File: src/rtl/dpreg_pkg.sv
package dpreg_pkg;
  localparam int unsigned DEF_WIDTH = 8;
  localparam int unsigned DEF_DEPTH = 4;
  localparam int unsigned NUM_PORTS = 2;

  // decoded per-port request
  typedef struct packed {
    logic wr;
    logic rd;
    logic bad;
  } port_req_t;
endpackage

File: src/rtl/dpreg_port_ctrl.sv
module dpreg_port_ctrl
  import dpreg_pkg::*;
(
  input  logic      load_n,
  input  logic      drive_n,
  output port_req_t req
);
  // load together with drive degrades to drive-only and is flagged
  always_comb begin
    req.rd  = ~drive_n;
    req.wr  = ~load_n & drive_n;
    req.bad = ~load_n & ~drive_n;
  end
endmodule

File: src/rtl/dpreg_bank.sv
module dpreg_bank #(
  parameter int unsigned WIDTH = 8,
  parameter int unsigned DEPTH = 4,
  localparam int unsigned SELW = (DEPTH > 1) ? $clog2(DEPTH) : 1
) (
  input  logic                        clk,
  input  logic                        rst_n,
  input  logic                        wa_en,
  input  logic [SELW-1:0]             wa_sel,
  input  logic [WIDTH-1:0]            wa_data,
  input  logic                        wb_en,
  input  logic [SELW-1:0]             wb_sel,
  input  logic [WIDTH-1:0]            wb_data,
  output logic [DEPTH-1:0][WIDTH-1:0] q
);
  logic [DEPTH-1:0] hit_a, hit_b;

  for (genvar i = 0; i < DEPTH; i++) begin : g_reg
    assign hit_a[i] = wa_en && (wa_sel == SELW'(i));
    assign hit_b[i] = wb_en && (wb_sel == SELW'(i));

    // port A ahead of port B on a shared target
    always_ff @(posedge clk or negedge rst_n) begin
      if (!rst_n)        q[i] <= '0;
      else if (hit_a[i]) q[i] <= wa_data;
      else if (hit_b[i]) q[i] <= wb_data;
    end

    p_hold_r2: assert property (@(posedge clk) disable iff (!rst_n)
      (!hit_a[i] && !hit_b[i]) |=> $stable(q[i]));
  end

  p_write_a_r2: assert property (@(posedge clk) disable iff (!rst_n)
    wa_en |=> q[$past(wa_sel)] == $past(wa_data));

  p_b_alone_r2: assert property (@(posedge clk) disable iff (!rst_n)
    (wb_en && !(wa_en && wa_sel == wb_sel)) |=> q[$past(wb_sel)] == $past(wb_data));

  p_a_wins_r6: assert property (@(posedge clk) disable iff (!rst_n)
    (wa_en && wb_en && wa_sel == wb_sel) |=> q[$past(wb_sel)] == $past(wa_data));
endmodule

File: src/rtl/dpreg_rdmux.sv
module dpreg_rdmux #(
  parameter int unsigned WIDTH = 8,
  parameter int unsigned DEPTH = 4,
  localparam int unsigned SELW = (DEPTH > 1) ? $clog2(DEPTH) : 1
) (
  input  logic                        en,
  input  logic [SELW-1:0]             sel,
  input  logic [DEPTH-1:0][WIDTH-1:0] q,
  output logic                        oe,
  output logic [WIDTH-1:0]            dout
);
  logic [DEPTH-1:0][WIDTH-1:0] gated;

  // one-hot AND-OR select, zero when the port is not driving
  for (genvar i = 0; i < DEPTH; i++) begin : g_gate
    assign gated[i] = (en && sel == SELW'(i)) ? q[i] : '0;
  end

  always_comb begin
    dout = '0;
    for (int i = 0; i < DEPTH; i++) dout |= gated[i];
  end

  assign oe = en;

  always_comb begin
    if (!en) p_quiet_r3: assert (dout == '0);
  end
endmodule

File: src/rtl/dual_port_regset.sv
module dual_port_regset
  import dpreg_pkg::*;
#(
  parameter int unsigned WIDTH = DEF_WIDTH,
  parameter int unsigned DEPTH = DEF_DEPTH,
  localparam int unsigned SELW = (DEPTH > 1) ? $clog2(DEPTH) : 1
) (
  input  logic             clk,
  input  logic             rst_n,
  input  logic [SELW-1:0]  a_sel,
  input  logic             a_load_n,
  input  logic             a_drive_n,
  input  logic [WIDTH-1:0] a_bus_i,
  output logic [WIDTH-1:0] a_bus_o,
  output logic             a_bus_oe,
  input  logic [SELW-1:0]  b_sel,
  input  logic             b_load_n,
  input  logic             b_drive_n,
  input  logic [WIDTH-1:0] b_bus_i,
  output logic [WIDTH-1:0] b_bus_o,
  output logic             b_bus_oe,
  output logic             cmd_err
);
  logic [NUM_PORTS-1:0]            load_n_v, drive_n_v, oe_v;
  logic [NUM_PORTS-1:0][SELW-1:0]  sel_v;
  logic [NUM_PORTS-1:0][WIDTH-1:0] din_v, dout_v;
  port_req_t [NUM_PORTS-1:0]       req;
  logic [DEPTH-1:0][WIDTH-1:0]     q;
  logic                            any_bad;

  assign load_n_v  = {b_load_n, a_load_n};
  assign drive_n_v = {b_drive_n, a_drive_n};
  assign sel_v     = {b_sel, a_sel};
  assign din_v     = {b_bus_i, a_bus_i};

  for (genvar p = 0; p < NUM_PORTS; p++) begin : g_port
    dpreg_port_ctrl u_ctrl (
      .load_n  (load_n_v[p]),
      .drive_n (drive_n_v[p]),
      .req     (req[p])
    );
    dpreg_rdmux #(.WIDTH(WIDTH), .DEPTH(DEPTH)) u_mux (
      .en   (req[p].rd),
      .sel  (sel_v[p]),
      .q    (q),
      .oe   (oe_v[p]),
      .dout (dout_v[p])
    );
  end

  dpreg_bank #(.WIDTH(WIDTH), .DEPTH(DEPTH)) u_bank (
    .clk     (clk),
    .rst_n   (rst_n),
    .wa_en   (req[0].wr),
    .wa_sel  (sel_v[0]),
    .wa_data (din_v[0]),
    .wb_en   (req[1].wr),
    .wb_sel  (sel_v[1]),
    .wb_data (din_v[1]),
    .q       (q)
  );

  assign a_bus_o  = dout_v[0];
  assign a_bus_oe = oe_v[0];
  assign b_bus_o  = dout_v[1];
  assign b_bus_oe = oe_v[1];

  assign any_bad = req[0].bad | req[1].bad;

  always_ff @(posedge clk or negedge rst_n) begin
    if (!rst_n)       cmd_err <= 1'b0;
    else if (any_bad) cmd_err <= 1'b1;
  end

  p_err_sticky_r8: assert property (@(posedge clk) disable iff (!rst_n)
    cmd_err |=> cmd_err);

  p_err_set_r8: assert property (@(posedge clk) disable iff (!rst_n)
    (!a_load_n && !a_drive_n) |=> cmd_err);

  p_float_a_r3: assert property (@(posedge clk) disable iff (!rst_n)
    a_drive_n |-> (!a_bus_oe && a_bus_o == '0));

  p_float_b_r3: assert property (@(posedge clk) disable iff (!rst_n)
    b_drive_n |-> (!b_bus_oe && b_bus_o == '0));

  p_drive_b_r3: assert property (@(posedge clk) disable iff (!rst_n)
    !b_drive_n |-> (b_bus_oe && b_bus_o == q[b_sel]));
endmodule

File: config.mk
export PLATFORM = sky130hd
export DESIGN_NAME = dual_port_regset
export DESIGN_NICKNAME = d
export VERILOG_FILES = /design/src/rtl/dpreg_pkg.sv /design/src/rtl/dpreg_port_ctrl.sv /design/src/rtl/dpreg_bank.sv /design/src/rtl/dpreg_rdmux.sv /design/src/rtl/dual_port_regset.sv
export SDC_FILE = /design/constraint.sdc
export NUM_CORES = 1
export LEC_CHECK = 0
export BUFFER_PORTS_ARGS = -buffer_cell sky130_fd_sc_hd__buf_2
export CORE_ASPECT_RATIO = 0.9
export CORE_MARGIN = 4
export CORE_UTILIZATION = 50
export CTS_CLUSTER_DIAMETER = 120
export CTS_CLUSTER_SIZE = 16
export DETAILED_ROUTE_END_ITERATION = 6
export HOLD_SLACK_MARGIN = 0.05
export PLACE_DENSITY_LB_ADDON = 0.3
export SYNTH_ARGS = -nofsm -noshare
export SYNTH_HDL_FRONTEND = slang
export SYNTH_SLANG_ARGS = --single-unit
File: constraint.sdc
create_clock -name clk -period 1.5 [get_ports clk]
set_input_delay 0.225 -clock clk [delete_from_list [all_inputs] [get_ports clk]]
set_output_delay 0.225 -clock clk [all_outputs]
set_load 0.01 [all_outputs]
==> summary.md <==
| Metric | Value |
|---|---|
| Internal power | `0.00219 W` |
| IO Count | `45` |
| Crit path kind | `reg2out` |
| Worst flop-to-flop path endpoint | `u_bank.q[8]` |
| Logic pwr share | `30.6%` |
| Nets | `272` |
| DRT Pass-1 Iters | `4` |
| Slowest CP cell | `mux4_2` |
| Die W | `77.6 µm` |
| Clock root cell | `clkbuf_8` |
| Worst-path clk slew | `0.07 ns` |
| Hold Crit Class | `in2reg` |
| Die ar. | `5480 µm²` |
| Buffers added on ports | `44` |
| VDD IR max | `0.000812 V` |
| Largest net degree at the start of global routing | `19` |
| Status | `finished, violations left` |
| Data required time of the worst path | `1.27 ns` |
| Util after Layout | `66.0%` |
| Hold-critical path endpoint | `u_bank.q[23]` |
| Max Freq | `597 MHz` |
| Met2 Usage GRT | `33.0%` |
| Clock Skews | `0 ns` |
| Total GRT Usage | `20.5%` |
| Gp weighted congestion | `0.769` |
| Placed Area | `2470 µm²` |
| Max-cap viol count | `0` |
| Clock Sinks | `33` |
| Tot Pwr | `0.00301 W` |
| Number of global-route vias before repair | `1,701` |
| Slew at the pin with the worst max-slew slack | `0.376 ns` |
| Iter 0 DRT Violations | `100` |
| Tmin final | `1.68 ns` |
| Area grow syn2layout | `25.1%` |
| Clock group share of total power | `28.6%` |
| Final Max Tran Viols | `0` |
| ANT cells | `0` |
| Sw Share | `27.1%` |
| GR Util met1 | `29.0%` |
| Crit path max fanout | `3` |
| CTS max path bufs | `2` |
| Clk Latency, worst-skew pair | `0.28 ns` |
| Final period utilization | `112%` |
| Final WL | `5.25 mm` |
| Fraction of layout cells with a size suffix above 1 | `43.3%` |
| Post-Synthesis Cells | `186` |
| R2R Path Start | `u_bank.q[8]` |
| Final setup violation count | `16` |
| Fill count | `316` |
| GRT met3 Usage | `4.45%` |
| Syn_area_per_cell | `11.7 µm²` |
| Switching pwr | `0.000815 W` |
| FF+latch area | `826 µm²` |
| Crit path launch type | `flip-flop` |
| CP Capture Type | `primary output` |
| Worst setup margin | `-0.176 ns` |
| Starting Density | `52.7%` |
| WL per Instance | `17.8 µm` |
| CP max stage delay | `0.47 ns` |
| Core ar. | `4130 µm²` |
| Top Usage Layer GRT | `met2` |
| Buf/Inv on CP | `1` |
| RSZ-0062 raised after global routing | `yes` |
| Multi-input gate area | `1240 µm²` |
| CTS tree | `done` |
| Worst-path cell chain | `mux4_2, and2_4, buf_6` |
| Num CTS Buffers | `5` |
| FF-to-FF setup slack | `0.65 ns` |
| Mapped cell area | `2180 µm²` |
| Post-DRT Antenna Nets | `0` |
| Yosys cell types | `20` |
| Synthesized Nets | `212` |
| Crit-path leading delay family | `multiplexers` |
| Hold path start | `a_bus_i[7]` |
| Vias/cell | `5.74` |
| Sequential area share after synthesis | `37.9%` |
| R2R depth | `3` |
| FP Rows | `22` |
| Lkg Pwr | `1.19 nW` |
| Total gr overflow | `0` |
| Rel. slew slack | `74.9%` |
| DRC | `0` |
| DP HPWL | `3.82 mm` |
| Final Hold Vio Count | `0` |
| Failing checks | `negative setup slack` |
| Design area | `2720 µm²` |
| Flops & latches, synth | `33` |
| Wire length of the first global-routing pass | `8.82 mm` |
| Routed vias | `1,694` |
| Critical path data arrival time | `1.45 ns` |
| Synthesis Warnings | `0` |
| Hold path cells | `3` |
| PD cells | `1100 nW/µm²` |
| H-tree lvl count | `2` |
| Die height | `70.6 µm` |
| Part of the power in registers | `40.8%` |
| Initial antenna violation count | `0` |
sequential cells by signal, summed over array words and instances, names as in the netlist:
| name | flops |
|---|---|
| cmd_err | 1 |
| u_bank.q | 32 |
cell type report:
cell class | instances | share of cell area [%]
Clock inverter | 1 | 1.10
Inverter | 2 | 0.276
Timing Repair Buffer | 65 | 17.5
Clock buffer | 7 | 3.17
Sequential cell | 33 | 30.3
Tap cell | 48 | 2.20
Multi-Input combinational cell | 139 | 45.4
repair_timing:
action                     in CTS  in global routing
buffers inserted                5                  3
setup endpoints to repair      16                 16
hold buffers                    1                  0
gates resized for setup        11                 20
hold endpoints to repair       15                  0
worst reg2reg max path, stage by stage (launching register included):
cell,delay (ns)
dfrtp_1,0.39
buf_4,0.14
mux2i_1,0.11
o21ai_0,0.09
worst max path at each step:
stage | start | endpoint | cells after the start
after floorplan | b_sel[0] | b_bus_o[0] | 3
final | u_bank.q[29] | a_bus_o[5] | 3
after CTS | u_bank.q[29] | a_bus_o[5] | 3
after global routing | u_bank.q[29] | b_bus_o[5] | 3
after global placement | a_sel[0] | a_bus_o[1] | 4
after detailed placement | a_sel[0] | a_bus_o[7] | 4
power groups by stage:
stage	Combinational (W)	Clock (W)	Sequential [W]
3_5_place_dp	0.000741	0	0.00124
6_report	0.000921	0.000860	0.00123
4_1_cts	0.000803	0.000872	0.00123
3_3_place_gp	0.000719	0	0.00123
5_1_grt	0.00101	0.000914	0.00126
2_1_floorplan	0.000525	0	0.00118
per-layer routing:
metal  wire [µm]  part of all wire (%)
met5           0                     0
met4          91                   1.7
met3         311                   5.9
met2        2540                    48
met1        2310                    44
cells by family (layout without fill, tap and decap cells):
group,Yosys count,in the layout,synth area share [%]
mux,48,48,32.6
flops,33,33,37.9
buf+inv,14,75,5.12
compound gates,33,33,7.93
simple gates,58,58,16.4
cells in the final DEF (no fill, tap or decap):
cell | synthesis | final
nor2_1 | 10 | 10
nand2_1 | 24 | 24
buf_6 | 5 | 11
mux2i_1 | 32 | 32
clkbuf_8 | 0 | 6
and4bb_4 | 2 | 2
dlygate4sd3_1 | 0 | 1
dfrtp_1 | 33 | 33
nand4b_1 | 1 | 1
nand4b_2 | 1 | 1
o21ai_1 | 8 | 8
inv_1 | 2 | 2
mux4_2 | 8 | 16
and2_1 | 16 | 5
clkbuf_1 | 0 | 1
a21oi_1 | 8 | 8
and4bb_2 | 2 | 2
nor4b_4 | 2 | 2
buf_12 | 0 | 2
o21ai_0 | 15 | 15
buf_4 | 5 | 19
o21ai_2 | 2 | 2
and2_4 | 0 | 11
bufinv_16 | 0 | 1
buf_2 | 2 | 32
stage by stage:
stage          hold slack, ns  TNS (ns)  setup slack [ns]  std cells
6_report                0.202     -2.40            -0.176        295
2_1_floorplan         -0.0706         0             0.200        186
3_5_place_dp            0.166     -2.26            -0.164        278
5_1_grt                 0.204     -3.14            -0.219        295
3_3_place_gp            0.165     -1.93            -0.151        278
4_1_cts                 0.197     -2.59            -0.178        292
cells in the mapped netlist:
cell type / number / area share, %
nand2_1: 24 / 4.1
nand4b_1: 1 / 0.40
dfrtp_1: 33 / 38
inv_1: 2 / 0.34
nand4b_2: 1 / 0.69
buf_2: 2 / 0.46
o21ai_0: 15 / 3.4
nor4b_4: 2 / 2.2
and2_1: 16 / 4.6
nor2_1: 10 / 1.7
o21ai_1: 8 / 1.8
buf_4: 5 / 1.7
mux4_1: 8 / 9.7
mux2i_1: 32 / 15
and4bb_2: 2 / 1.1
buf_6: 5 / 2.6
mux4_2: 8 / 8.3
and4bb_4: 2 / 1.5
a21oi_1: 8 / 1.8
o21ai_2: 2 / 0.80
(Power assumes the default switching activity.)
